==> src/rtl/blg_pkg.sv <==
package blg_pkg;
  localparam int BUSY_BIT  = 0;
  localparam int LATCH_BIT = 1;
  localparam int BP_LO     = 2;
  localparam int PINEN_BIT = 7;
  localparam int STATUS_W  = 8;

  typedef struct packed {
    logic setLatch;
    logic clrLatch;
    logic captureData;
    logic loadStatus;
  } regStrobe_t;

  typedef enum logic [1:0] {
    PEND_NONE   = 2'd0,
    PEND_ARRAY  = 2'd1,
    PEND_STATUS = 2'd2
  } pend_e;
endpackage

==> src/rtl/blg_regs.sv <==
module blg_regs
  import blg_pkg::*;
#(
  parameter int ADDR_W = 10
) (
  input  logic                clk,
  input  logic                rstN,
  input  regStrobe_t          strb,
  input  logic                cycleBusy,
  input  logic [ADDR_W-1:0]   addr,
  input  logic [1:0]          wrBp,
  input  logic                wrPinEn,
  output logic                latchQ,
  output logic                pinEnQ,
  output logic                addrProtected,
  output logic [STATUS_W-1:0] statusReg
);
  localparam int TOP = ADDR_W - 1;

  logic [1:0] bpQ;
  logic [1:0] stageBp;
  logic       stagePinEn;

  always_ff @(posedge clk or negedge rstN) begin
    if (!rstN) begin
      latchQ <= 1'b0;
    end else if (strb.clrLatch) begin
      latchQ <= 1'b0;
    end else if (strb.setLatch) begin
      latchQ <= 1'b1;
    end
  end

  always_ff @(posedge clk or negedge rstN) begin
    if (!rstN) begin
      stageBp    <= 2'b00;
      stagePinEn <= 1'b0;
    end else if (strb.captureData) begin
      stageBp    <= wrBp;
      stagePinEn <= wrPinEn;
    end
  end

  always_ff @(posedge clk or negedge rstN) begin
    if (!rstN) begin
      bpQ    <= 2'b00;
      pinEnQ <= 1'b0;
    end else if (strb.loadStatus) begin
      bpQ    <= stageBp;
      pinEnQ <= stagePinEn;
    end
  end

  always_comb begin
    unique case (bpQ)
      2'b00:   addrProtected = 1'b0;
      2'b01:   addrProtected = &addr[TOP -: 2];
      2'b10:   addrProtected = addr[TOP];
      default: addrProtected = 1'b1;
    endcase
  end

  always_comb begin
    statusReg              = '0;
    statusReg[BUSY_BIT]    = cycleBusy;
    statusReg[LATCH_BIT]   = latchQ;
    statusReg[BP_LO +: 2]  = bpQ;
    statusReg[PINEN_BIT]   = pinEnQ;
  end

  // a release strobe leaves the latch clear
  p_latch_clear_r12: assert property (@(posedge clk) disable iff (!rstN)
    strb.clrLatch |=> !latchQ);

  // protect bits move only on a granted write
  p_status_hold_r6: assert property (@(posedge clk) disable iff (!rstN)
    !strb.loadStatus |=> $stable({bpQ, pinEnQ}));
endmodule

==> src/rtl/blg_ctrl.sv <==
module blg_ctrl
  import blg_pkg::*;
(
  input  logic       clk,
  input  logic       rstN,
  input  logic       csN,
  input  logic       ppN,
  input  logic       cycleBusy,
  input  logic       cmdSetLatch,
  input  logic       cmdClrLatch,
  input  logic       cmdWriteStatus,
  input  logic       cmdProgArray,
  input  logic       latchQ,
  input  logic       pinEnQ,
  input  logic       addrProtected,
  output regStrobe_t strb,
  output logic       arrayGrant,
  output logic       arrayDeny,
  output logic       statusGrant,
  output logic       statusDeny
);
  logic  csPrev;
  pend_e pendKind;
  logic  pendOk;
  logic  csRise;
  logic  pinLock;
  logic  reqArray;
  logic  reqStatus;

  assign csRise    = !csPrev && csN;
  assign pinLock   = pinEnQ && !ppN;
  assign reqArray  = cmdProgArray && !csN;
  assign reqStatus = cmdWriteStatus && !csN;

  always_comb begin
    strb.setLatch    = cmdSetLatch && !csN && !cycleBusy;
    strb.clrLatch    = cmdClrLatch || (csRise && pendKind != PEND_NONE);
    strb.captureData = reqStatus;
    strb.loadStatus  = csRise && pendKind == PEND_STATUS && pendOk;
  end

  always_ff @(posedge clk or negedge rstN) begin
    if (!rstN) begin
      csPrev   <= 1'b1;
      pendKind <= PEND_NONE;
      pendOk   <= 1'b0;
    end else begin
      csPrev <= csN;
      if (csRise) begin
        pendKind <= PEND_NONE;
        pendOk   <= 1'b0;
      end else if (reqArray) begin
        pendKind <= PEND_ARRAY;
        pendOk   <= latchQ && !cycleBusy && !addrProtected;
      end else if (reqStatus) begin
        pendKind <= PEND_STATUS;
        pendOk   <= latchQ && !cycleBusy && !pinLock;
      end else if (pendKind == PEND_STATUS && !csN && pinLock) begin
        pendOk <= 1'b0;
      end
    end
  end

  always_ff @(posedge clk or negedge rstN) begin
    if (!rstN) begin
      arrayGrant  <= 1'b0;
      arrayDeny   <= 1'b0;
      statusGrant <= 1'b0;
      statusDeny  <= 1'b0;
    end else begin
      arrayGrant  <= csRise && pendKind == PEND_ARRAY  && pendOk;
      arrayDeny   <= csRise && pendKind == PEND_ARRAY  && !pendOk;
      statusGrant <= csRise && pendKind == PEND_STATUS && pendOk;
      statusDeny  <= csRise && pendKind == PEND_STATUS && !pendOk;
    end
  end

  // one decision pulse at a time
  p_one_decision_r6: assert property (@(posedge clk) disable iff (!rstN)
    $onehot0({arrayGrant, arrayDeny, statusGrant, statusDeny}));

  // no latch, no permission
  p_latch_needed_r4: assert property (@(posedge clk) disable iff (!rstN)
    ((reqArray || reqStatus) && !csRise && !latchQ) |=> !pendOk);

  // protected address refused
  p_protected_refused_r5: assert property (@(posedge clk) disable iff (!rstN)
    (reqArray && !csRise && addrProtected) |=> (pendKind == PEND_ARRAY && !pendOk));

  // armed pin cancels a waiting status write
  p_pin_cancel_r9: assert property (@(posedge clk) disable iff (!rstN)
    (pendKind == PEND_STATUS && !csN && pinLock) |=> !pendOk);

  // busy cycle refuses requests
  p_busy_refused_r11: assert property (@(posedge clk) disable iff (!rstN)
    ((reqArray || reqStatus) && !csRise && cycleBusy) |=> !pendOk);
endmodule

==> src/rtl/blg_top.sv <==
module blg_top
  import blg_pkg::*;
#(
  parameter int ADDR_W = 10
) (
  input  logic                clk,
  input  logic                rstN,
  input  logic                csN,
  input  logic                ppN,
  input  logic                cycleBusy,
  input  logic                cmdSetLatch,
  input  logic                cmdClrLatch,
  input  logic                cmdWriteStatus,
  input  logic                cmdProgArray,
  input  logic [ADDR_W-1:0]   addr,
  input  logic [1:0]          wrBp,
  input  logic                wrPinEn,
  output logic                arrayGrant,
  output logic                arrayDeny,
  output logic                statusGrant,
  output logic                statusDeny,
  output logic [STATUS_W-1:0] statusReg
);
  regStrobe_t strb;
  logic latchQ;
  logic pinEnQ;
  logic addrProtected;

  blg_ctrl uCtrl (
    .clk(clk), .rstN(rstN), .csN(csN), .ppN(ppN), .cycleBusy(cycleBusy),
    .cmdSetLatch(cmdSetLatch), .cmdClrLatch(cmdClrLatch),
    .cmdWriteStatus(cmdWriteStatus), .cmdProgArray(cmdProgArray),
    .latchQ(latchQ), .pinEnQ(pinEnQ), .addrProtected(addrProtected),
    .strb(strb), .arrayGrant(arrayGrant), .arrayDeny(arrayDeny),
    .statusGrant(statusGrant), .statusDeny(statusDeny)
  );

  blg_regs #(.ADDR_W(ADDR_W)) uRegs (
    .clk(clk), .rstN(rstN), .strb(strb), .cycleBusy(cycleBusy),
    .addr(addr), .wrBp(wrBp), .wrPinEn(wrPinEn),
    .latchQ(latchQ), .pinEnQ(pinEnQ), .addrProtected(addrProtected),
    .statusReg(statusReg)
  );
endmodule

==> config.mk <==
export PLATFORM = sky130hd
export DESIGN_NAME = blg_top
export DESIGN_NICKNAME = d
export VERILOG_FILES = /design/src/rtl/blg_pkg.sv /design/src/rtl/blg_regs.sv /design/src/rtl/blg_ctrl.sv /design/src/rtl/blg_top.sv
export SDC_FILE = /design/constraint.sdc
export NUM_CORES = 1
export LEC_CHECK = 0
export ABC_CLOCK_PERIOD_IN_PS = 1200
export BUFFER_PORTS_ARGS = -buffer_cell sky130_fd_sc_hd__buf_2
export CAP_MARGIN = 0
export CORE_MARGIN = 2
export CORE_UTILIZATION = 40
export CTS_CLUSTER_SIZE = 12
export DETAILED_ROUTE_END_ITERATION = 6
export PLACE_DENSITY_LB_ADDON = 0.05
export SLEW_MARGIN = 25
export SYNTH_ARGS = -nofsm -noshare
export SYNTH_HDL_FRONTEND = slang
export SYNTH_SLANG_ARGS = --single-unit
==> constraint.sdc <==
create_clock -name clk -period 1.2 [get_ports clk]
set_clock_uncertainty 0.15 [all_clocks]
set_input_delay 0.12 -clock clk [delete_from_list [all_inputs] [get_ports clk]]
set_output_delay 0.12 -clock clk [all_outputs]
set_load 0.05 [all_outputs]
==> results of run 1 <==
==> power groups by stage <==
| stage | clock, uW | sequential, uW | combinational [uW] |
|---|---|---|---|
| after floorplan | 0 | 580 | 119 |
| after global placement | 0 | 565 | 188 |
| after detailed placement | 0 | 566 | 190 |
| after CTS | 305 | 556 | 214 |
| after global routing | 325 | 562 | 243 |
| final | 303 | 557 | 224 |
==> final timing paths <==
check / from / end / slack (ns) / depth (start not counted)
max: uCtrl.csPrev / uRegs.bpQ[0] / -0.13 / 3
min: cmdProgArray / uCtrl.pendKind[0] / -0.002 / 3
max reg2reg: uCtrl.csPrev / uRegs.bpQ[0] / -0.13 / 3
min reg2reg: uRegs.stageBp[1] / uRegs.bpQ[1] / 0.37 / 1
max in group asynchronous: rstN / uCtrl.csPrev / 0.50 / 2
min in group asynchronous: rstN / uCtrl.pendOk / 0.11 / 2
==> critical path, delay by kind of cell, from the launching register on <==
family | cells | cell delay [ns]
DFF | 1 | 0.56
muxes | 1 | 0.29
and+or+nand+nor | 2 | 0.21
==> per-stage QoR <==
step	hold WS [ns]	instance area (um^2)
6_report	-0.001713	1025
5_1_grt	0.01926	1025
4_1_cts	0.008018	980.9
3_5_place_dp	-0.1024	857.1
3_3_place_gp	-0.1095	857.1
2_1_floorplan	-0.3256	726.9
==> logic make-up after synthesis <==
| kind of cell | after synthesis |
|---|---|
| and+or+nand+nor | 19 |
| DFF | 15 |
| AOI/OAI and AO/OA | 10 |
| buffers and inverters | 8 |
| muxes | 6 |
| other | 1 |
==> cell type report <==
class                   count  area, um^2  area share [%]
repair buffers             39       281.5           27.47
flip-flops and latches     15       379.1           37.00
inverters                   1       3.754          0.3663
clock buffers               4       26.28           2.564
well taps                  25       31.28           3.053
multi-input cells          38       302.8           29.55
==> timing repair <==
action,4_1_cts,5_1_grt
hold buffers,9,0
pin swaps,0,1
setup buffers,0,2
endpoints found under the hold margin,22,0
cloned,0,0
resized for setup,3,8
setup endpoints to repair,7,11
==> flip-flops by register name, summed over array words and instances, names as in the netlist <==
signal	cells
uRegs.stagePinEn	1
uCtrl.statusDeny	1
uRegs.bpQ	2
uCtrl.arrayDeny	1
uCtrl.pendOk	1
uCtrl.statusGrant	1
uRegs.latchQ	1
uRegs.stageBp	2
uCtrl.arrayGrant	1
uRegs.pinEnQ	1
uCtrl.pendKind	2
uCtrl.csPrev	1
==> layout by cell type (no fill, tap or decap), types with 3 or more instances in the layout <==
| master | Yosys | final |
|---|---|---|
| mux2_4 | 3 | 3 |
| mux2_2 | 3 | 3 |
| buf_4 | 6 | 9 |
| clkbuf_4 | 0 | 3 |
| a21oi_1 | 3 | 3 |
| dlygate4sd3_1 | 0 | 9 |
| conb_1 | 1 | 3 |
| nand2b_1 | 4 | 3 |
| buf_6 | 1 | 3 |
| nor2_1 | 5 | 5 |
| dfrtp_1 | 14 | 12 |
| buf_2 | 0 | 18 |
==> layer usage <==
metal / track usage [%] / vias up / wire (um)
met5: 0 / - / 0
met4: 12.00 / 0 / 31
met3: 4.706 / 4 / 56
met2: 20.28 / 17 / 649
met1: 20.00 / 257 / 596
li1: - / 270 / -
==> results.tsv, run 1 <==
stage	metric	value	unit
status	outcome	finished, violations left	
status	violations	negative hold slack, negative setup slack	
layout	diodes	0	
yosys	synth.area.mux_share	10.99	%
sta	whs	-0.001713	ns
yosys	synth_area_leaders	dfrtp_1 49%, buf_4 6.3%, mux2_4 6.3%	
yosys	synth_most_common_cell	dfrtp_1	
power_and_ir_drop	leakage	0.0005279	uW
clocking	cts_root_buf	clkbuf_4	
placed_design	dp.cells	107	
power_and_ir_drop	swShare	28.82	%
layout	synthToLayoutAreaGrowth	42.93	%
yosys	synth_top_cell_area_share	48.87	%
yosys	synthesis.area	716.9	um^2
worst_setup_path	cp_cell_sequence	nand3b_4, nor2_8, mux2_4	
layout	drive_above_1_share	50.52	%
yosys	syn-instance-count	59	
worst_setup_path	crit_path_top_delay_cell	dfstp_2	
power_and_ir_drop	p_comb_share	20.7	%
worst_hold_path	hp-class	primary input to register	
yosys	yosysWarnings	0	
layout	stdcell_count	122	
placed_design	gp_congestion	0.7798	
yosys	synth_area_leader_cell	dfrtp_1	
clocking	htree_levels	1	
yosys	yosysUniqueCellTypes	24	
yosys	synth_fa_ha_area_share	0	%
yosys	synth_xor_area_share	0	%
floorplan	die_width	46.34	um
layout	final_core_util	60.00	%
power_and_ir_drop	seq_power_share	51.4	%
worst_setup_path	path_max_fanout	4	
route	drtIter0Drc	3	
worst_setup_path	critical_path_required	1.22	ns
layout	nets	120	
power_and_ir_drop	ir_drop	0.5680	mV
route	avgViaCountPerCell	4.492	
sta	hold_viol	1	
clocking	cts.sinks	15	
sta	final_max_slew_viol_count	0	
global_route	overflow	0	
clocking	cts_max_path_buffers	2	
global_route	antenna_found_initial	0	
sta	tns	-0.6900	ns
route	dr.pass1.iters	4	
yosys	async_reset_ff_share	100.0	%
floorplan	start_util	41.98	%
yosys	yosys.area_share.simple	18.67	%
placed_design	pre_cts_ws	-0.08923	ns
yosys	synth_top_family_by_area	simple AND/OR/NAND/NOR gates	
flow_run	drv_cap	0	
global_route	grt_pass1_wl	2056	um
yosys	ys_seq_area_share	52.53	%
worst_setup_path	worst_ep_arrival_time	1.35	ns
route	vias	548	
route	drcViolationCount	0	
yosys	synth_enable_flop_cells	0	
floorplan	dieHeight	46.34	um
clocking	cts_made_buffers	3	
worst_setup_path	critPathLaunchType	register	
route	antenna_left	0	
clocking	clk_latency	0.29	ns
global_route	grt_usage	15.20	%
power_and_ir_drop	p_clk_share	27.9	%
sta	rsz0062_at_grt	true	
yosys	synth-compound-area-share	8.901	%
route	wirelength	1334	um
worst_setup_path	crit_type	register to register	
placed_design	dp_hpwl	971.2	um
yosys	ys.flop_type	dfrtp_1	
floorplan	row_count	15	
power_and_ir_drop	power	1083	uW
yosys	synth_common_cells	14 x dfrtp_1, 6 x buf_4, 5 x nor2_1	
sta	fin_crit	1.327	ns
layout	fillers	161	
worst_setup_path	cpPeakStageDelay	0.56	ns
global_route	grt_start_max_net_pins	16	
clocking	cts_tree	built	
floorplan	boundaryPins	34	
placed_design	port_buffers	22	
sta	layout_setup_ws	-0.1272	ns
yosys	ys_ff_latch	15	
global_route	grt_pass1_vias	439	
power_and_ir_drop	power_density	1057	mW/mm^2
power_and_ir_drop	intPower	770.9	uW
sta	final-setup-viol-count	9	
yosys	synth.avg_cell_area	12.15	um^2
sta	timing.fmax	753.4	MHz
route	post_drt_wl_per_cell	10.93	um
worst_setup_path	end_kind	register	
floorplan	dieArea	0.002147	mm^2
sta	finalCritPeriodShare	110.6	%
floorplan	core	0.001708	mm^2
clocking	path_clk_slew	0.10	ns
power_and_ir_drop	p_switching	312.2	uW
(Power assumes the default switching activity.)
==> inputs of run 2 (changes only) <==
--- a/config.mk
+++ b/config.mk
@@ -12,7 +12,7 @@
 export CORE_UTILIZATION = 40
 export CTS_CLUSTER_SIZE = 12
 export DETAILED_ROUTE_END_ITERATION = 6
-export PLACE_DENSITY_LB_ADDON = 0.05
+export PLACE_DENSITY = 0.73
 export SLEW_MARGIN = 25
 export SYNTH_ARGS = -nofsm -noshare
 export SYNTH_HDL_FRONTEND = slang
==> run 2 against run 1 <==
Against the previous run:
- the flow finishes with violations (negative setup slack)
- sequential cell count did not move
- clock power shrank 6%
- final cell count stayed put
- maximum frequency is 2.1% higher
- routed wire length up 0.97%
==> results.tsv, run 2 (synthesis gave the netlist of run 1 again) <==
stage	metric	value	unit	change
layout	stdcell_count	122		unchanged
sta	final-setup-viol-count	3		-6
power_and_ir_drop	power_density	1047	mW/mm^2	-0.97%
clocking	path_clk_slew	0.08	ns	-0.02 ns
worst_setup_path	critical_path_required	1.22	ns	about the same
route	avgViaCountPerCell	4.467		-0.55%
clocking	cts_max_path_buffers	2		unchanged
clocking	clk_latency	0.28	ns	about the same
worst_setup_path	critPathLaunchType	register		
global_route	grt_start_max_net_pins	16		unchanged
layout	nets	120		unchanged
route	wirelength	1347	um	+0.97%
route	post_drt_wl_per_cell	11.04	um	+0.97%
sta	fin_crit	1.299	ns	-0.02789 ns
placed_design	dp_hpwl	980.4	um	+0.95%
route	dr.pass1.iters	4		unchanged
power_and_ir_drop	ir_drop	0.8149	mV	+43%
floorplan	start_util	41.98	%	unchanged
floorplan	boundaryPins	34		unchanged
sta	rsz0062_at_grt	true		
worst_setup_path	end_kind	register		
clocking	htree_levels	1		unchanged
route	antenna_left	0		unchanged
layout	largest_registers	uCtrl.pendKind: 2 flops, uRegs.bpQ: 2 flops, uRegs.stageBp: 2 flops		
worst_hold_path	hp-class	primary input to register		
global_route	overflow	0		unchanged
floorplan	row_count	15		unchanged
route	drcViolationCount	0		unchanged
sta	hold_viol	0		-1
sta	timing.fmax	769.6	MHz	+2.1%
worst_setup_path	worst_ep_arrival_time	1.32	ns	-0.03 ns
clocking	cts_made_buffers	3		unchanged
flow_run	drv_cap	0		unchanged
global_route	antenna_found_initial	0		unchanged
placed_design	dp.cells	107		unchanged
global_route	grt_pass1_vias	468		+6.6%
sta	tns	-0.2806	ns	+0.4094 ns
status	violations	negative setup slack		
floorplan	core	0.001708	mm^2	unchanged
layout	synthToLayoutAreaGrowth	41.36	%	
layout	final_common_cell	buf_2		
floorplan	die_width	46.34	um	unchanged
global_route	grt_usage	13.64	%	-1.6 points
layout	final_cell_mix	18 x buf_2, 12 x dfrtp_1, 10 x dlygate4sd3_1		
floorplan	dieHeight	46.34	um	unchanged
status	outcome	finished, violations left		
worst_setup_path	crit_type	register to register		
sta	layout_setup_ws	-0.09935	ns	+0.02789 ns
power_and_ir_drop	leakage	0.0005197	uW	-1.6%
clocking	cts_root_buf	clkbuf_4		
route	drtIter0Drc	5		+2
placed_design	pre_cts_ws	-0.08611	ns	+0.003122 ns
layout	drive_above_1_share	47.42	%	-3.1 points
route	vias	545		-0.55%
sta	finalCritPeriodShare	108.3	%	-2.3 points
sta	final_max_slew_viol_count	0		unchanged
layout	diodes	0		unchanged
sta	whs	0.04706	ns	+0.04878 ns
worst_setup_path	path_max_fanout	4		unchanged
clocking	cts.sinks	15		unchanged
clocking	cts_tree	built		
placed_design	gp_congestion	0.7334		-6.0%
global_route	grt_pass1_wl	1980	um	-3.7%
floorplan	dieArea	0.002147	mm^2	unchanged
placed_design	port_buffers	22		unchanged
-- run 2: cell count changes in the layout (fill, tap and decap cells not counted), sizes merged --
cell,before,now
dlygate4sd3,9,10
buf,30,29
-- run 2: per-layer routing --
layer / part of all wire [%] / track usage [%]
met3: 7.1 / 7.059
met5: 0 / 0
met4: 0 / 1.714
met2: 51 / 23.61
met1: 41 / 15.23
-- run 2: what timing repair did --
item | in CTS | in global routing
cloned | 0 | 0
pin swaps | 0 | 1
hold buffers | 10 | 0
endpoints found under the setup margin | 7 | 9
resized for setup | 3 | 5
setup buffers | 0 | 1
endpoints found under the hold margin | 23 | 0
-- run 2: per-stage QoR --
| stage | total power, uW | util [%] | cell area, um^2 |
|---|---|---|---|
| CTS | 1070 | 58.02 | 991.0 |
| floorplan | 699.6 | - | 726.9 |
| global route | 1118 | 59.34 | 1013 |
| finish | 1061 | 59.34 | 1013 |
| detailed placement | 754.5 | 50.18 | 857.1 |
| global placement | 749.1 | 50.18 | 857.1 |
-- run 2: path summary, 6_finish.rpt --
kind,cells past startpoint,to,slack [ns],startpoint
max in group asynchronous,2,uCtrl.csPrev,0.48,rstN
min in group asynchronous,2,uCtrl.arrayDeny,0.12,rstN
worst min-delay path,3,uCtrl.pendKind[0],0.05,cmdWriteStatus
worst min register to register,1,uRegs.pinEnQ,0.36,uRegs.stagePinEn
worst max-delay path,3,uRegs.bpQ[0],-0.1,uCtrl.csPrev
worst max register to register,3,uRegs.bpQ[0],-0.1,uCtrl.csPrev
-- run 2: cell type report --
cell class	count	area, um^2
multi-input cells	38	292.8
clock buffers	4	26.28
well taps	25	31.28
inverters	1	3.754
repair buffers	39	280.3
flip-flops and latches	15	379.1
fillers	140	694.4
-- run 2: worst max-delay path, stage by stage, from the launching register on --
cell and delay, ns:
dfstp_2 0.53, nand3b_4 0.15, nor2_8 0.06, mux2_4 0.29
-- run 2: power by group --
| group | total [uW] | switching (uW) | leakage (uW) | internal (uW) |
|---|---|---|---|---|
| sequential | 556 | 18.5 | 0.000193 | 537 |
| clock | 285 | 156 | 0.0000150 | 129 |
| combinational | 220 | 119 | 0.000312 | 101 |
| total | 1060 | 293 | 0.000520 | 767 |
